## src/rtl/dac_cmd_pkg.sv

```systemverilog
// Shared constants and types for the two-channel DAC command processor.
// Assumes a 16-bit data word and two channels.
package dac_cmd_pkg;
    localparam int WORD_W = 16;
    localparam int NUM_CH = 2;

    typedef enum logic [2:0] {
        ST_IDLE,
        ST_ADDR,
        ST_CMD,
        ST_DATA,
        ST_SKIP
    } txn_state_t;

    localparam logic [3:0] OP_WRITE      = 4'h0;
    localparam logic [3:0] OP_UPDATE     = 4'h1;
    localparam logic [3:0] OP_WRITE_UPD  = 4'h3;
    localparam logic [3:0] OP_POWER_DOWN = 4'h4;
    localparam logic [3:0] OP_NOP        = 4'hF;
    localparam logic [3:0] CH_ALL        = 4'hF;

    // True when channel field ch addresses channel number idx
    function automatic logic chan_hits(input logic [3:0] ch, input int idx);
        return (ch == CH_ALL) || (ch == 4'(idx));
    endfunction
endpackage

```

## src/rtl/dac_addr_match.sv

```systemverilog
// Address comparator. It compares the address byte (bits 7:1 address,
// bit 0 read flag) with the global address and with the device address
// that the three ternary pin digits give. Purely combinational.
// Assumes pin digits 0..2; a digit of 3 disables the device match.
module dac_addr_match #(
    parameter logic [6:0] GLOBAL_ADDR = 7'h73,
    parameter int         DEV_OFFSET  = 4
) (
    input  logic [7:0] addr_byte,
    input  logic [5:0] pin_digits,
    output logic       hit
);
    logic [6:0] a7;
    logic [1:0] dg2, dg1, dg0;
    logic       digits_ok;
    logic [4:0] dev_val;
    logic [4:0] packed_addr;

    // Decode the pins into a base-3 value and compare it with the packed address bits
    always_comb begin
        a7          = addr_byte[7:1];
        dg2         = pin_digits[5:4];
        dg1         = pin_digits[3:2];
        dg0         = pin_digits[1:0];
        digits_ok   = (dg2 != 2'd3) && (dg1 != 2'd3) && (dg0 != 2'd3);
        dev_val     = 5'(dg2) * 5'd9 + 5'(dg1) * 5'd3 + 5'(dg0) + 5'(DEV_OFFSET);
        packed_addr = {a7[6], a7[5], a7[4], a7[1], a7[0]};
        hit = !addr_byte[0] &&
              ((a7 == GLOBAL_ADDR) || (digits_ok && (packed_addr == dev_val)));
    end
endmodule

```

## src/rtl/dac_txn_fsm.sv

```systemverilog
// Transaction sequencer. It follows the START / address / command / data
// phases, latches the command byte and pairs the data bytes into words.
// word_valid is combinational, high in the cycle the second byte of a word arrives.
// Assumes at most one event per cycle; START takes priority over STOP.
module dac_txn_fsm
    import dac_cmd_pkg::*;
(
    input  logic        clk,
    input  logic        rst_n,
    input  logic        ev_start,
    input  logic        ev_stop,
    input  logic        ev_addr,
    input  logic        ev_wr,
    input  logic [7:0]  ev_byte,
    input  logic        addr_hit,
    output txn_state_t  state,
    output logic [3:0]  op,
    output logic [3:0]  chan,
    output logic        word_valid,
    output logic [WORD_W-1:0] word
);
    logic [7:0] msb_q;
    logic       half_q;

    // Phase tracking, command latch and byte pairing
    always_ff @(posedge clk) begin
        if (!rst_n) begin
            state  <= ST_IDLE;
            op     <= OP_NOP;
            chan   <= 4'h0;
            msb_q  <= 8'h00;
            half_q <= 1'b0;
        end else if (ev_start) begin
            state  <= ST_ADDR;
            half_q <= 1'b0;
        end else if (ev_stop) begin
            state  <= ST_IDLE;
            half_q <= 1'b0;
        end else begin
            case (state)
                ST_ADDR: if (ev_addr) state <= addr_hit ? ST_CMD : ST_SKIP;
                ST_CMD: if (ev_wr) begin
                    op     <= ev_byte[7:4];
                    chan   <= ev_byte[3:0];
                    half_q <= 1'b0;
                    state  <= ST_DATA;
                end
                ST_DATA: if (ev_wr) begin
                    if (!half_q) msb_q <= ev_byte;
                    half_q <= !half_q;
                end
                default: ;
            endcase
        end
    end

    // Word completes on the second byte of a pair
    always_comb begin
        word_valid = (state == ST_DATA) && ev_wr && half_q && !ev_start && !ev_stop;
        word       = {msb_q, ev_byte};
    end
endmodule

```

## src/rtl/dac_chan.sv

```systemverilog
// State of one converter channel: input register, output register and
// power-down flag. It applies one command per completed word when selected.
// Assumes code is already reduced to RES_BITS.
module dac_chan
    import dac_cmd_pkg::*;
#(
    parameter int RES_BITS = 16
) (
    input  logic                clk,
    input  logic                rst_n,
    input  logic                word_valid,
    input  logic                sel,
    input  logic [3:0]          op,
    input  logic [RES_BITS-1:0] code,
    output logic [RES_BITS-1:0] in_code,
    output logic [RES_BITS-1:0] out_code,
    output logic                pd
);
    // Execute the latched command on this channel when a word completes
    always_ff @(posedge clk) begin
        if (!rst_n) begin
            in_code  <= '0;
            out_code <= '0;
            pd       <= 1'b0;
        end else if (word_valid && sel) begin
            case (op)
                OP_WRITE: in_code <= code;
                OP_UPDATE: begin
                    out_code <= in_code;
                    pd       <= 1'b0;
                end
                OP_WRITE_UPD: begin
                    in_code  <= code;
                    out_code <= code;
                    pd       <= 1'b0;
                end
                OP_POWER_DOWN: pd <= 1'b1;
                default: ;
            endcase
        end
    end
endmodule

```

## src/rtl/i2c_dual_dac_cmd.sv

```systemverilog
// Top level of the two-channel DAC command processor. It takes byte events
// from an I2C slave front end and updates the per-channel registers.
// Assumes RES_BITS is 16, 14 or 12 and that the events are single-cycle pulses.
module i2c_dual_dac_cmd
    import dac_cmd_pkg::*;
#(
    parameter int RES_BITS = 16
) (
    input  logic                clk,
    input  logic                rst_n,
    input  logic [5:0]          pin_digits,
    input  logic                ev_start,
    input  logic                ev_stop,
    input  logic                ev_addr,
    input  logic                ev_wr,
    input  logic [7:0]          ev_byte,
    output logic [RES_BITS-1:0] in_code_a,
    output logic [RES_BITS-1:0] out_code_a,
    output logic                pd_a,
    output logic [RES_BITS-1:0] in_code_b,
    output logic [RES_BITS-1:0] out_code_b,
    output logic                pd_b
);
    localparam int SHIFT = WORD_W - RES_BITS;

    logic                addr_hit;
    txn_state_t          fsm_state;
    logic [3:0]          op_q;
    logic [3:0]          chan_q;
    logic                word_valid;
    logic [WORD_W-1:0]   word;
    logic [RES_BITS-1:0] code;
    logic [NUM_CH-1:0]   sel_vec;
    logic [RES_BITS-1:0] in_arr  [NUM_CH];
    logic [RES_BITS-1:0] out_arr [NUM_CH];
    logic [NUM_CH-1:0]   pd_arr;

    dac_addr_match u_match (
        .addr_byte (ev_byte),
        .pin_digits(pin_digits),
        .hit       (addr_hit)
    );

    dac_txn_fsm u_fsm (
        .clk       (clk),
        .rst_n     (rst_n),
        .ev_start  (ev_start),
        .ev_stop   (ev_stop),
        .ev_addr   (ev_addr),
        .ev_wr     (ev_wr),
        .ev_byte   (ev_byte),
        .addr_hit  (addr_hit),
        .state     (fsm_state),
        .op        (op_q),
        .chan      (chan_q),
        .word_valid(word_valid),
        .word      (word)
    );

    // Upper RES_BITS of the word form the code
    always_comb code = word[WORD_W-1:SHIFT];

    for (genvar gi = 0; gi < NUM_CH; gi++) begin : g_ch
        // Channel select from the latched channel field
        always_comb sel_vec[gi] = chan_hits(chan_q, gi);

        dac_chan #(.RES_BITS(RES_BITS)) u_chan (
            .clk       (clk),
            .rst_n     (rst_n),
            .word_valid(word_valid),
            .sel       (sel_vec[gi]),
            .op        (op_q),
            .code      (code),
            .in_code   (in_arr[gi]),
            .out_code  (out_arr[gi]),
            .pd        (pd_arr[gi])
        );
    end

    // Map the channel array to the named ports
    always_comb begin
        in_code_a  = in_arr[0];
        out_code_a = out_arr[0];
        pd_a       = pd_arr[0];
        in_code_b  = in_arr[1];
        out_code_b = out_arr[1];
        pd_b       = pd_arr[1];
    end
endmodule

```

## config.mk

```make
export PLATFORM = sky130hd
export DESIGN_NAME = i2c_dual_dac_cmd
export DESIGN_NICKNAME = d
export VERILOG_FILES = /design/src/rtl/dac_cmd_pkg.sv /design/src/rtl/dac_addr_match.sv /design/src/rtl/dac_txn_fsm.sv /design/src/rtl/dac_chan.sv /design/src/rtl/i2c_dual_dac_cmd.sv
export SDC_FILE = /design/constraint.sdc
export NUM_CORES = 1
export LEC_CHECK = 0
export ABC_CLOCK_PERIOD_IN_PS = 4000
export BUFFER_PORTS_ARGS = -buffer_cell sky130_fd_sc_hd__buf_2
export CAP_MARGIN = 20
export CORE_ASPECT_RATIO = 0.8
export CORE_UTILIZATION = 45
export DETAILED_ROUTE_END_ITERATION = 8
export PLACE_DENSITY = 0.75
export SYNTH_ARGS = -nofsm -noshare
export SYNTH_HDL_FRONTEND = slang
export SYNTH_SLANG_ARGS = --single-unit
```

## constraint.sdc

```tcl
create_clock -name clk -period 4 [get_ports clk]
set_clock_uncertainty 0.1 [all_clocks]
set_input_delay 1.2 -clock clk [delete_from_list [all_inputs] [get_ports clk]]
set_output_delay 1.2 -clock clk [all_outputs]
set_load 0.02 [all_outputs]
```

* Yosys cells after proc, flatten, opt, wreduce, memory -nomap -nowiden
Cells that the tools add are included.
** Operators by class
- Add/subtract/negate cells :: 3
- Multiply operators :: 2
- Equal/unequal tests :: 18
- Muxes and demuxes :: 12
- Bitwise logic cells :: 4
- Reduce and logical (&&, ||, !) cells :: 38
** Operators with widths (count)
- 16-bit case mux with 2 select lines :: 2
- 2-bit inequality test (second input constant) :: 6
- 2-bit AND reduction :: 6
- 1-bit logical AND :: 10
- 3-bit 2-to-1 mux :: 3
- 3-bit AND reduction :: 3
- 4-bit by 1-bit equality test with 1-bit output (second input constant) :: 2
- 4-bit logical NOT :: 2
- 4-bit inequality test (second input constant) :: 2
- 2-bit nonzero test :: 4
- 7-bit equality test (second input constant) :: 1
- 3-bit by 2-bit equality test with 1-bit output (second input constant) :: 2
- 3-bit case mux with 2 select lines :: 1
- 5-bit by 2-bit adder with 5-bit output :: 1
- 5-bit by 3-bit adder with 5-bit output (second input constant) :: 1
- 5-bit by 4-bit adder with 5-bit output :: 1
- 5-bit equality test :: 1
- 2-bit by 4-bit multiplier with 5-bit output (second input constant) :: 1
- 5-bit AND reduction :: 1
- 4-bit by 2-bit equality test with 1-bit output (second input constant) :: 1
- 4-bit by 3-bit equality test with 1-bit output (second input constant) :: 1
- 4-bit equality test (second input constant) :: 1
- 1-bit logical NOT :: 4
- 2-bit by 2-bit multiplier with 4-bit output (second input constant) :: 1
- other kinds (9) :: 19
** Storage, ports and cells
- Bits in registers :: 86
- Logic and storage cells :: 89

* Logic depth before layout (Yosys ltp)
Gate-level depths: netlist (run 1).
- Depth after elaboration :: 13
- Mapped depth :: 11
- Mapped depth without buffers :: 11

* Cells and area by module
A second synthesis (run 1) with hierarchy kept.
** Second synthesis, totals
- Cell total of the unflattened synthesis :: 445
- Area total of the unflattened synthesis :: 4331.7 sq um
** Modules (own cells, without submodules)
- dac_chan :: instances 2, cells an instance 152, area an instance 1520.2 sq um, seq. area each 660.6 sq um
- dac_txn_fsm :: instances 1, cells an instance 98, area an instance 927.1 sq um, seq. area each 400.4 sq um
- dac_addr_match :: instances 1, cells an instance 38, area an instance 332.8 sq um, seq. area each 0.0 sq um
- i2c_dual_dac_cmd :: instances 1, cells an instance 5, area an instance 31.3 sq um, seq. area each 0.0 sq um

* Least setup slack after synthesis (run 1)
Ideal clock, no wire load.
- Path type :: input-to-reg
- From :: in pin_digits[2]
- To :: reg u_fsm.state[1]
- Library setup time :: 84 ps
- Arrival time :: 3640 ps
- Setup slack :: 175 ps
- Cell stages on the path :: 11
- Path buffers :: 0
- Cells stage by stage :: fa_1 > inv_1 > fa_1 > inv_1 > ha_1 > inv_1 > fa_1 > xor2_1 > nand4_1 > o31a_1 > o31ai_2
** On the way
- Longest elaborated chain between the ends :: 11
- Elaborated cells between the ends (all ways) :: 14
- Those cells by class :: add/sub: 3; mul: 1; eq/ne: 2; mux: 3; reduce/logical: 5
** Ends and longest elaborated chain
- start, declared :: line i2c_dual_dac_cmd.sv:11 : input logic [5:0] pin_digits,
- 2-bit by 2-bit multiplier with 4-bit output :: line dac_addr_match.sv:26 : dev_val = 5'(dg2) * 5'd9 + 5'(dg1) * 5'd3 + 5'(dg0) + 5'(DEV_OFFSET);
- 5-bit by 4-bit adder with 5-bit output :: line dac_addr_match.sv:26
- 5-bit by 2-bit adder with 5-bit output :: line dac_addr_match.sv:26
- 5-bit by 3-bit adder with 5-bit output :: line dac_addr_match.sv:26
- 5-bit equality test :: line dac_addr_match.sv:29 : ((a7 == GLOBAL_ADDR) || (digits_ok && (packed_addr == dev_val)));
- 1-bit logical AND (*) :: line dac_addr_match.sv:29
- 1-bit logical OR (*) :: line dac_addr_match.sv:29
- 1-bit logical AND (*) :: line dac_addr_match.sv:28 : hit = !addr_byte[0] &&
- 3-bit 2-to-1 mux (*) (2 in series) :: line dac_txn_fsm.sv:41 : ST_ADDR: if (ev_addr) state <= addr_hit ? ST_CMD : ST_SKIP;
- 3-bit case mux with 2 select lines (*) :: line dac_txn_fsm.sv:40 : case (state)
- end signal, assigned :: line dac_txn_fsm.sv:41
- end, declared :: line dac_txn_fsm.sv:16 : output txn_state_t state,
Every way passes the cells marked *; elsewhere a longest branch is shown, timed or not. The select of a mux whose other input is x is not followed.
A chain may end at the register's enable or synchronous reset.

* Final worst setup path (run 1)
Same ends and word-level chain as after synthesis.

==> impl.org, run 1 <==
** Placed design
- After detailed placement, the total cell area comes to 0.004451 mm².
- Counting tap cells, the placed design contains a total of 601 instances.
- At the end of routability-driven placement, the weighted congestion stood at 0.8351.
- Timing analysis after detailed placement gives a worst setup slack of -0.06502 ns.
- Detailed placement finished with a half-perimeter wire length of 6760 µm.
- Port buffering added 85 buffers.

** Clock tree
- H-tree depth :: 3
- After clock tree synthesis, the clock-pin slew on the worst setup and hold paths is 0.09 ns.
- In this run the post-CTS setup repair buffer count came out at 0.
- Clock tree synthesis found a total of 86 sinks.
- In this run the deepest clock path goes through 2 buffers.
- CTS placed an instance of clkbuf_8 at the clock tree root.
- Clk Latency, worst-skew pair :: 0.36 ns
- CTS buffer count :: 9
- TritonCTS built the clock tree.
- Post-cts hold buffer count :: 0
- CTS resizes :: 0

** Worst setup path
- STA puts the critical path data required time at 4.18 ns.
- Cell count of the worst reg-to-reg path :: 5
- Crit Path Max Fanout :: 2
- The endpoint identified for the worst register-to-register timing path is g_ch[1].u_chan.in_code[3].
- Category of the critical setup timing path :: in -> reg
- Across all register-to-register paths, the minimum setup slack is 2.02 ns.
- RR Startpoint :: u_fsm.state[2]
- WP data arrival :: 3.89 ns
- The worst setup path is launched from a primary input.
- Capturing element type of the critical path :: register

** Finish
- The net count of the finished layout is 531.
- Final antenna diode count :: 0
- Area added between synthesis and finish :: 17.06%
- Final instance area :: 0.004706 mm²
- In the final layout, the share of cells above drive strength 1 is 23.56%.
- Number of filler instances in the final layout :: 781
- After the flow finishes, the layout carries non-filler instances totaling 617.

** Logic synthesis
- Yosys warning count :: 0
- Sorting the synthesized cells by area gives the leading types as dfxtp_1, mux2i_1, o211a_1.
- Among all flip-flop cells after synthesis, the most frequent one is dfxtp_1.
- Synthesis produced a netlist whose cell count is 430.
- Counting flops with an async set or reset pin after synthesis yields a share of 0%.
- Largest area contributor in the netlist :: dfxtp_1
- Yosys reg bits :: 86
- Mean cell area of the mapped netlist :: 9.349 µm²
- Post-synth top area share :: 42.83%
- Commonest cells post-synth :: nand2_1, dfxtp_1, nand3_1
- Net count of the mapped netlist :: 461
- The mapped netlist covers 0.004020 mm².
- In this run, synthesis inferred 0 flip-flops with an integrated enable.
- After synthesis, flip-flops and latches occupy 42.83% of the total area.
- By instance count, the leading cell after synthesis is nand2_1.
- Number of different library cells in the post-synthesis netlist :: 45

** GRT
- The number of antenna violations at the first check in global routing was 0.
- In the global route stage, overall resource usage came out at 22.33%.
- Global routing finished with a remaining overflow of 0.
- The first global-routing pass estimated 15960 µm of wire.
- The number of global-route vias before repair came to 3188.
- Entering global routing, the biggest net connects 56 pins.

** Drt
- Count of vias placed by the detailed router :: 3307
- Number of vias per cell :: 5.360
- The pre-antenna-repair detailed-routing pass consisted of 4 iterations.
- The count of nets left with antenna violations once routing finished came out at 0.
- The detailed router finished its first iteration with 230 violations.
- DRC violation count after routing :: 0
- The routed design has 9696 µm of wire.
- Average wire per cell in the routed design :: 15.71 µm

** Floorplanning
- Measured along the x axis, the die boundary spans 107.7 µm.
- Starting density of the core :: 46.97%
- The floorplan step defined a die boundary enclosing 0.009318 mm².
- From bottom edge to top edge, the die measures 86.54 µm.
- 86 I/O pins were placed.
- Core box area :: 0.008558 mm²
- In this run the core area contains 30 standard-cell rows.

** Pwr
- Worst-case vdd ir drop :: 0.2293 mV
- In this run the power density over the cells is 367.9 mW/mm².
- Static Leak :: 2.412 nW

** STA
- For the pin with the worst max-slew slack, the measured transition is 0.7299 ns.
- The number of max-slew violations in the final report came to 0.
- Max Clk Rate :: 0.2693 GHz
- Final critical-path required period :: 3.714 ns
- RSZ-0062 raised after global routing :: no
- Dividing the final minimum period by the clock period gives 92.84%.
- Fin Hold WS :: 0.3713 ns
- In this run the tightest slew margin relative to its limit is 51.34%.
- Min setup slack post-route :: 0.2865 ns
- Hold violation count in the final report :: 0
- Final setup violating endpoints :: 0

** Outcome
- Result of the run :: complete, no violations

** Hold path
- Worst Hold Launch :: g_ch[1].u_chan.in_code[15]
- Worst min path class :: reg -> reg
- Hold Path Stages :: 2
- The path with the worst hold slack has its endpoint at g_ch[1].u_chan.in_code[15].

** Job
- Across the run, the number of max-cap violations was 0.
-- critical path: stages --
cell and delay (ns):
buf_2 0.11, fa_1 0.53, inv_1 0.05, fa_1 0.51, inv_1 0.05, ha_1 0.20, inv_1 0.07, fa_1 0.42
xor2_1 0.15, nand4_1 0.13, o31a_1 0.28, o31ai_2 0.20
-- metrics by stage --
stage	power (mW)	TNS, ns	util, %
global route	1.789	0	54.99
floorplan	0.9545	0	-
CTS	1.739	0	54.99
finish	1.731	0	54.99
detailed placement	0.9867	-0.06502	52.00
global placement	0.9815	0	51.68
-- area by class of cell --
cell class | count | area (µm²) | area share [%]
clock inverter | 5 | 103.9 | 2.207
tap | 112 | 140.1 | 2.978
inverter | 9 | 33.78 | 0.7179
sequential | 86 | 1722 | 36.59
multi-input combinational | 302 | 2057 | 43.71
timing repair buffer | 92 | 498.0 | 10.58
clock buffer | 11 | 151.4 | 3.217
-- state kept, by name, indices dropped and copies added (netlist names) --
| name | flops |
|---|---|
| g_ch.u_chan.pd | 2 |
| u_fsm.msb_q | 8 |
| u_fsm.op | 4 |
| u_fsm.state | 3 |
| u_fsm.half_q | 1 |
| g_ch.u_chan.out_code | 32 |
| u_fsm.chan | 4 |
| g_ch.u_chan.in_code | 32 |
-- power by group --
part	internal, mW	switching [mW]
logic	0.0477	0.0616
clock network	0.450	0.314
registers	0.856	0.00158
total	1.35	0.378
-- how the worst max path moves through the flow --
stage / startpoint / end / slack, ns / cells past startpoint
6_report: pin_digits[2] / u_fsm.state[1] / 0.29 / 12
5_1_grt: pin_digits[2] / u_fsm.state[1] / 0.15 / 12
4_1_cts: pin_digits[2] / u_fsm.state[1] / 0.29 / 12
3_5_place_dp: pin_digits[2] / u_fsm.state[1] / -0.07 / 12
3_3_place_gp: pin_digits[2] / u_fsm.state[1] / 0.007 / 12
2_1_floorplan: pin_digits[2] / u_fsm.state[1] / 0.18 / 11
-- cells in the final DEF (no fill, tap or decap), types with 3 or more instances in the layout --
cell type / count
o211a_1: 33
nand4_1: 4
buf_2: 85
nand2_1: 87
o21ai_0: 5
mux2i_1: 33
a21boi_0: 9
xnor2_1: 8
nand2b_1: 3
buf_4: 6
nor2b_1: 31
inv_1: 9
nand3_1: 35
a21boi_1: 9
dfxtp_1: 86
fa_1: 3
clkbuf_8: 11
nor2_1: 4
ha_1: 8
bufinv_16: 3
-- per-layer routing --
layer,track usage [%],wire length (µm),up-vias
met5,0,0,-
met4,9.589,209,0
met3,6.090,731,20
met2,35.90,4470,117
met1,28.24,4285,1562
li1,-,-,1608
-- logic make-up (layout without fill, tap and decap cells) --
| group | Yosys count | in the layout | share of synthesized area (%) |
|---|---|---|---|
| adder cells (fa/ha/maj) | 11 | 11 | 3.984 |
| buffers and inverters | 42 | 117 | 6.007 |
| AO/OA/AOI/OAI | 64 | 64 | 13.97 |
| AND/OR/NAND/NOR | 184 | 184 | 22.81 |
| multiplexers | 33 | 33 | 8.217 |
| flip-flops | 86 | 86 | 42.83 |
| XOR/XNOR | 10 | 10 | 2.179 |
Note: power is estimated with default switching activity, not from simulation.
==> run 2, diff against run 1 <==
--- a/config.mk
+++ b/config.mk
@@ -11,7 +11,8 @@
 export CORE_ASPECT_RATIO = 0.8
 export CORE_UTILIZATION = 45
 export DETAILED_ROUTE_END_ITERATION = 8
-export PLACE_DENSITY = 0.75
+export PLACE_DENSITY = 0.74
 export SYNTH_ARGS = -nofsm -noshare
 export SYNTH_HDL_FRONTEND = slang
+export SYNTH_HIERARCHICAL = 1
 export SYNTH_SLANG_ARGS = --single-unit
==> impl.org, run 2 <==
** Floorplanning
- Die Wd :: 111.7 µm (+3.7%)
- The total die area was 0.01002 mm² (+7.6%).
- Core box area :: 0.009193 mm² (+7.4%)
- Die height :: 89.76 µm (+3.7%)
- The number of top-level pins was 86 (unchanged).
- The site row count was 31 (+3.3%).
- The starting density of the core came to 47.12% (+0.15 points).

** STA
- The number of max-slew violations in the final report is 0 (unchanged).
- The share of the cycle needed by the critical path after routing is 97.65% (+4.8 points).
- The final setup slack of the worst path came to 0.09392 ns (-0.1926 ns).
- Hold violation count in the final report :: 0 (unchanged)
- The worst slew margin relative to its limit came to 38.90% (-12 points).
- Tightest Pin Transition :: 0.9152 ns (+0.1853 ns)
- RSZ-0062 raised after global routing :: yes
- The maximum operating frequency is 0.2560 GHz (-4.9%).
- Setup total negative slack :: 0 ns (unchanged)
- Final setup violating endpoints :: 0 (unchanged)
- Final critical-path required period :: 3.906 ns (+0.1926 ns)
- The worst hold slack after final layout came to 0.3741 ns (+0.002778 ns).

** GRT
- The first-pass GRT wire length came to 16680 µm (+4.5%).
- Via count of the first global-routing pass :: 3282 (+2.9%)
- GRT Util Overall :: 21.08% (-1.3 points)
- Pin count of the biggest net entering global routing :: 71 (+27%)
- Total overflow reported by the global router :: 0 (unchanged)
- Initial antenna violation count :: 0 (unchanged)

** Logic synthesis
- Mean cell area of the mapped netlist :: 9.734 µm² (+4.1%)
- Number of enable-type register cells in the synthesized netlist :: 0 (unchanged)
- Net count of the mapped netlist :: 476 (+3.3%)
- Share of flip-flops with an asynchronous set or reset :: 0% (unchanged)
- The number of distinct library cell variants in the gate-level netlist after synthesis came to 39 (-13%).
- Yosys attributes the largest share of cell area to dfxtp_1, mux2i_1, nand2_1.
- The register bit count reported by yosys was 86 (unchanged).
- Commonest cells post-synth :: nand2_1, dfxtp_1, mux2i_1
- Yosys warning count :: 6 (+6)
- Post-synthesis cell area :: 0.004332 mm² (+7.7%)
- The post-synthesis cell count came to 445 (+3.5%).
- The synthesized design spends more area on one cell type than any other, namely dfxtp_1.
- Most frequently used flop master after synthesis :: dfxtp_1
- The share of the yosys chip area belonging to registers was 39.75% (-3.1 points).
- Post-synth top area share :: 39.75% (-3.1 points)
- The most common cell in the synthesized netlist is nand2_1.

** Drt
- DRC violation count after routing :: 6 (+6)
- Average wire per cell in the routed design :: 16.24 µm (+3.3%)
- Number of vias per cell :: 5.467 (+2.0%)
- Antenna Nets Post-Route :: 0 (unchanged)
- Post-Route WL :: 10200 µm (+5.2%)
- The via count is 3433 (+3.8%).
- The first-pass iteration count of the detailed router was 7 (+3).
- Initial drt markers :: 217 (-5.7%)

** Worst setup path
- Capturing element type of the critical path :: register
- The critical path data arrival time came to 4.04 ns (+0.15 ns).
- Startpoint kind of the worst setup timing path :: primary input
- Tracing the worst setup path back leads to its startpoint at pin_digits[2].
- Crit Path Max Fanout :: 2 (unchanged)
- The data required time at the worst endpoint was 4.14 ns (-0.04 ns).
- Category of the critical setup timing path :: in -> reg
- RR Startpoint :: u_fsm/state[0]

** Finish
- The library cells used most frequently in the layout, excluding fill and tap cells, are nand2_1, dfxtp_1, buf_2.
- Final design utilization :: 54.10% (-0.88 points)
- The share of post-route cells with drive strength above 1 is 23.78% (+0.22 points).
- The number of nets at the end of the flow was 540 (+1.7%).
- Biggest registers after layout :: g_ch.u_chan/in_code x32, g_ch.u_chan/out_code x32, u_fsm/msb_q x8
- Final instance area :: 0.004974 mm² (+5.7%)
- Final antenna diode count :: 0 (unchanged)
- Commonest non-fill, non-tap cell in the layout :: nand2_1
- Area added between synthesis and finish :: 14.82%

** Pwr
- The peak supply drop is 0.1679 mV (-27%).
- Pwr dens :: 352.9 mW/mm² (-4.1%)
- Static Leak :: 2.620 nW (+8.7%)

** Clock tree
- TritonCTS built the clock tree.
- The total clock sinks is 86 (unchanged).
- Worst-path clk slew :: 0.06 ns (-0.03 ns)
- The TritonCTS buffer count is 9 (unchanged).
- Post-cts hold buffer count :: 0 (unchanged)
- Clk Latency, worst-skew pair :: 0.34 ns (-0.02 ns)
- H-tree depth :: 3 (unchanged)
- CTS root buffer :: clkbuf_16
- The post-CTS setup repair buffer count was 0 (unchanged).
- Number of buffers on the longest clock path :: 2 (unchanged)

** Outcome
- The final reports fail on DRC.
- The run finished, with violations left.

** Hold path
- The worst hold path begins at g_ch[1].u_chan/in_code[12].
- The tightest min-delay check is of the reg -> reg type.

** Placed design
- Global placer's final weighted congestion :: 0.8344 (about the same)
- Cell Area, Placed :: 0.004671 mm² (+4.9%)
- The number of port buffers was 85 (unchanged).
- The placement-stage worst setup slack is -0.3656 ns (-0.3006 ns).
- The HPWL after detailed placement came to 7142 µm (+5.7%).

** Job
- Number of maximum-capacitance violations :: 0 (unchanged)
==> run 2: cell types whose count changed after synthesis, sizes merged, moves of 2 or more <==
cell,previous run,this run
o2111ai,2,0
a21oi,2,4
or4,0,2
nor2,8,5
buf,16,24
nor2b,31,8
and2,0,4
o21ai,5,0
and4bb,0,2
and3,2,0
a21boi,18,2
nand3,36,32
mux2i,33,80
==> run 2: worst paths after layout <==
path | endpoint | slack, ns | cells after the start
max reg2reg | g_ch[0].u_chan/out_code[1] | 1.55 | 6
max | u_fsm/state[2] | 0.09 | 15
min reg2reg | g_ch[1].u_chan/in_code[12] | 0.37 | 2
min | g_ch[1].u_chan/in_code[12] | 0.37 | 2
==> run 2: metrics by stage <==
| stage | total power, mW | std cells |
|---|---|---|
| after detailed placement | 0.9991 | 612 |
| after global placement | 0.9921 | 612 |
| after CTS | 1.774 | 627 |
| after global routing | 1.827 | 628 |
| after floorplan | 0.9623 | 445 |
| final | 1.755 | 628 |
==> run 2: what timing repair did <==
| item | in CTS | in global routing |
|---|---|---|
| gates resized for setup | 1 | 2 |
| pin swaps | 0 | 0 |
| endpoints found under the setup margin | 1 | 1 |
==> run 2: cells by family (layout without fill, tap and decap cells) <==
family          count (synthesis)  count (layout)  synth area share [%]
simple gates                  161             161                 18.63
xor+xnor                       10              10                 2.022
fa+ha+maj                      11              11                 3.697
buf+inv                        51             119                 7.655
flops                          86              86                 39.75
mux                            80              80                 18.49
compound gates                 46              46                 9.763
==> run 2: worst max-delay path, stage by stage <==
cell      delay [ns]
buf_2           0.11
fa_1            0.55
inv_1           0.06
fa_1            0.50
inv_1           0.04
ha_2            0.19
inv_2           0.06
fa_1            0.41
xnor2_1         0.15
nor3_2          0.16
nand4_1         0.12
o211ai_2        0.19
nor2_1          0.06
a31oi_1         0.18
nor2_1          0.05
==> run 2: area by class of cell <==
cell class / count / area, µm²
clock buffer: 11 / 252.7
clock inverter: 4 / 22.52
fill: 830 / 4219
inverter: 10 / 37.54
multi-input combinational: 308 / 2286
sequential: 86 / 1723
tap: 115 / 143.9
timing repair buffer: 94 / 508.0
==> run 2: where the power goes <==
group	total, mW	switching, mW	internal, mW
Clock	0.770	0.323	0.447
Combinational	0.126	0.0781	0.0480
Sequential	0.859	0.00152	0.857
Total	1.76	0.403	1.35
==> run 2: layer usage <==
metal	up-vias	GRT usage [%]	wire length, µm
met1	1644	26.29	4627
met2	102	34.27	4801
met5	-	0	0
met3	17	5.866	589
li1	1670	-	-
met4	0	8.559	180
==> run 3, diff against run 2 <==
--- a/config.mk
+++ b/config.mk
@@ -9,9 +9,9 @@
 export BUFFER_PORTS_ARGS = -buffer_cell sky130_fd_sc_hd__buf_2
 export CAP_MARGIN = 20
 export CORE_ASPECT_RATIO = 0.8
-export CORE_UTILIZATION = 45
+export CORE_UTILIZATION = 50
 export DETAILED_ROUTE_END_ITERATION = 8
-export PLACE_DENSITY = 0.74
+export PLACE_DENSITY = 0.8
 export SYNTH_ARGS = -nofsm -noshare
 export SYNTH_HDL_FRONTEND = slang
 export SYNTH_HIERARCHICAL = 1
==> impl.org, run 3 (synthesis results as in run 2) <==
** Placed design
- Count of buffers from port buffering :: 85 (unchanged)
- Cell Area, Placed :: 0.004662 mm² (-0.19%)
- DP Wirelength :: 7106 µm (-0.51%)
- Global placer's final weighted congestion :: 0.9003 (+7.9%)
- Placed insts :: 605 (-1.1%)

** Pwr
- The switching share of power is 23.52% (+0.58 points).
- The peak supply drop is 0.2265 mV (+35%).
- The leakage component of the power came to 2.585 nW (-1.4%).
- The share of total power in combinational logic was 8.0% (+0.8 points).
- Reported net switching power :: 0.3774 mW (-6.3%)
- The power per cell area is 327.6 mW/mm² (-7.2%).
- The internal power component is 1.227 mW (-9.3%).
- The sequential fraction of design power came to 53.4% (+4.5 points).
- The relative contribution of the clock network to total power was 38.6% (-5.3 points).

** Clock tree
- The root buffer cell chosen for the clock tree is clkbuf_8.
- CTS tree :: built
- Clk Latency, worst-skew pair :: 0.36 ns (+0.02 ns)
- Post-cts hold buffer count :: 0 (unchanged)
- Number of buffers on the longest clock path :: 2 (unchanged)
- The TritonCTS buffer count was 9 (unchanged).
- Sinks on the clock net :: 86 (unchanged)
- H-tree depth :: 3 (unchanged)
- Worst-path clk slew :: 0.08 ns (+0.02 ns)

** Hold path
- The tightest min-delay check is of the reg -> reg type.

** Worst setup path
- Capturing element type of the critical path :: register
- The setup path with the least slack is of type in -> reg.
- Broken down by cell family, the worst path's largest delay share belongs to adder cells.
- The slowest stage of the critical path is the fa_1 cell.
- Top cell by count, worst path :: fa_1
- The signal on the critical path passes through buf_6 -> fa_1 -> inv_1 -> fa_1 -> inv_1 -> ha_2 -> inv_2 -> fa_1 -> xnor2_1 -> nor3_2 -> nand4_1 -> o211ai_2 -> nor2_1 -> a31oi_1 -> nor2_1.
- Crit Path Max Fanout :: 2 (unchanged)
- The critical path data arrival time is 4.07 ns (+0.03 ns).
- Worst path max stage delay :: 0.53 ns (-0.02 ns)
- The buffering stage count on the worst path with inverters included is 4 (unchanged).
- CP required :: 4.15 ns (about the same)
- Startpoint kind of the worst setup timing path :: primary input

** STA
- The share of the cycle needed by the critical path after routing came to 97.98% (+0.33 points).
- The final-report setup violation count was 0 (unchanged).
- Final critical-path required period :: 3.919 ns (+0.01307 ns)
- The final count of hold timing violations came to 0 (unchanged).
- The maximum operating frequency was 0.2552 GHz (-0.33%).
- The total negative slack for setup checks was 0 ns (unchanged).
- RSZ-0062 raised after global routing :: yes
- The transition time at the pin with the least slew margin is 0.9005 ns (-0.01467 ns).
- The number of max-slew violations in the final report is 0 (unchanged).
- The worst slew margin relative to its limit was 39.97% (+1.1 points).

** GRT
- The maximum number of pins on one net before global-route repair is 101 (+42%).
- Wire length of the first global-routing pass :: 16290 µm (-2.4%)
- Total overflow reported by the global router :: 0 (unchanged)
- Via count of the first global-routing pass :: 3362 (+2.4%)
- The global routing usage summed across all routing layers is 23.00% (+1.9 points).
- The number of antenna violations at the first check in global routing is 0 (unchanged).

** Floorplanning
- The total die area is 0.009042 mm² (-9.8%).
- Row Count :: 29 (-6.5%)
- The number of top-level pins came to 86 (unchanged).
- The width of the die is 106.1 µm (-5.0%).
- Die height :: 85.25 µm (-5.0%)
- Starting density of the core :: 53.06% (+5.9 points)
- Core box area :: 0.008164 mm² (-11%)

** Drt
- The number of violations reported at the end of detailed-routing iteration 0 is 191 (-12%).
- The count of antenna-violating nets left after detailed routing was 0 (unchanged).
- Average wire per cell in the routed design :: 16.16 µm (-0.50%)
- DR pass1 iterations :: 4 (-3)
- The final routed DRC violation total is 0 (-6).
- Count of vias placed by the detailed router :: 3448 (+0.44%)
- The average via count per standard cell came to 5.543 (+1.4%).
- The final wirelength is 10050 µm (-1.5%).

** Finish
- Count of nets after finishing :: 540 (unchanged)
- Final antenna diode count :: 0 (unchanged)
- Commonest non-fill, non-tap cell in the layout :: nand2_1
- The largest registers in the layout are g_ch.u_chan/in_code x32, g_ch.u_chan/out_code x32, u_fsm/msb_q x8.
- Final instance area :: 0.004897 mm² (-1.5%)
- Leaving out fill and tap cells, the most frequent cells in the layout are nand2_1, dfxtp_1, buf_2.
- Share of cells above drive strength 1 :: 23.54% (-0.24 points)
- Final std cells w/o fill :: 622 (-0.96%)
- Relative to the synthesized area, the layout overhead comes to 13.06%.

** Outcome
- The run finished with clean final reports.

** Job
- The number of max-cap violations was 0 (unchanged).
-- run 3: metrics by stage --
step / hold WS [ns] / util (%) / setup WS (ns) / power (mW)
2_1_floorplan: 0.3441 / - / 0.005037 / 0.9623
3_3_place_gp: 0.3547 / 57.10 / -0.1890 / 0.9919
3_5_place_dp: 0.3619 / 57.10 / -0.3245 / 1.000
4_1_cts: 0.3770 / 59.57 / 0.04653 / 1.612
5_1_grt: 0.3962 / 59.98 / -0.02298 / 1.669
6_report: 0.3761 / 59.98 / 0.08084 / 1.604
-- run 3: power by group through the flow --
stage          clock network (mW)  logic (mW)  registers [mW]
2_1_floorplan                   0      0.0851           0.877
5_1_grt                     0.671       0.140           0.858
3_5_place_dp                    0       0.123           0.878
6_report                    0.619       0.128           0.857
3_3_place_gp                    0       0.114           0.878
4_1_cts                     0.631       0.123           0.857
-- run 3: area by class of cell --
cell class	instances	area [µm²]
clock buffer	13	158.9
clock inverter	3	42.54
fill	749	3267
inverter	10	37.54
multi-input combinational	308	2286
sequential	86	1723
tap	108	135.1
timing repair buffer	94	514.2
-- run 3: worst paths after layout --
check	startpoint	end	slack [ns]	cells past startpoint
setup / recovery	pin_digits[5]	u_fsm/state[2]	0.08	15
hold / removal	u_fsm/half_q	u_fsm/half_q	0.38	2
setup reg to reg	u_fsm/state[0]	g_ch[0].u_chan/in_code[12]	1.33	5
hold reg to reg	u_fsm/half_q	u_fsm/half_q	0.38	2
-- run 3: timing repair --
item | in CTS | in global routing
gates resized for setup | 0 | 4
buffers inserted | 0 | 0
setup endpoints to repair | 0 | 2
-- run 3: per-layer routing --
layer	vias up	track usage, %	wire length, µm
li1	1664	-	-
met1	1644	29.07	4384
met2	111	37.97	4750
met3	29	4.685	652
met4	0	10.61	263
met5	-	0	0
-- run 3: tightest hold or removal path: stages, from the launching register on --
cell	delay, ns
dfxtp_1	0.32
nand2_1	0.06
a21oi_1	0.05
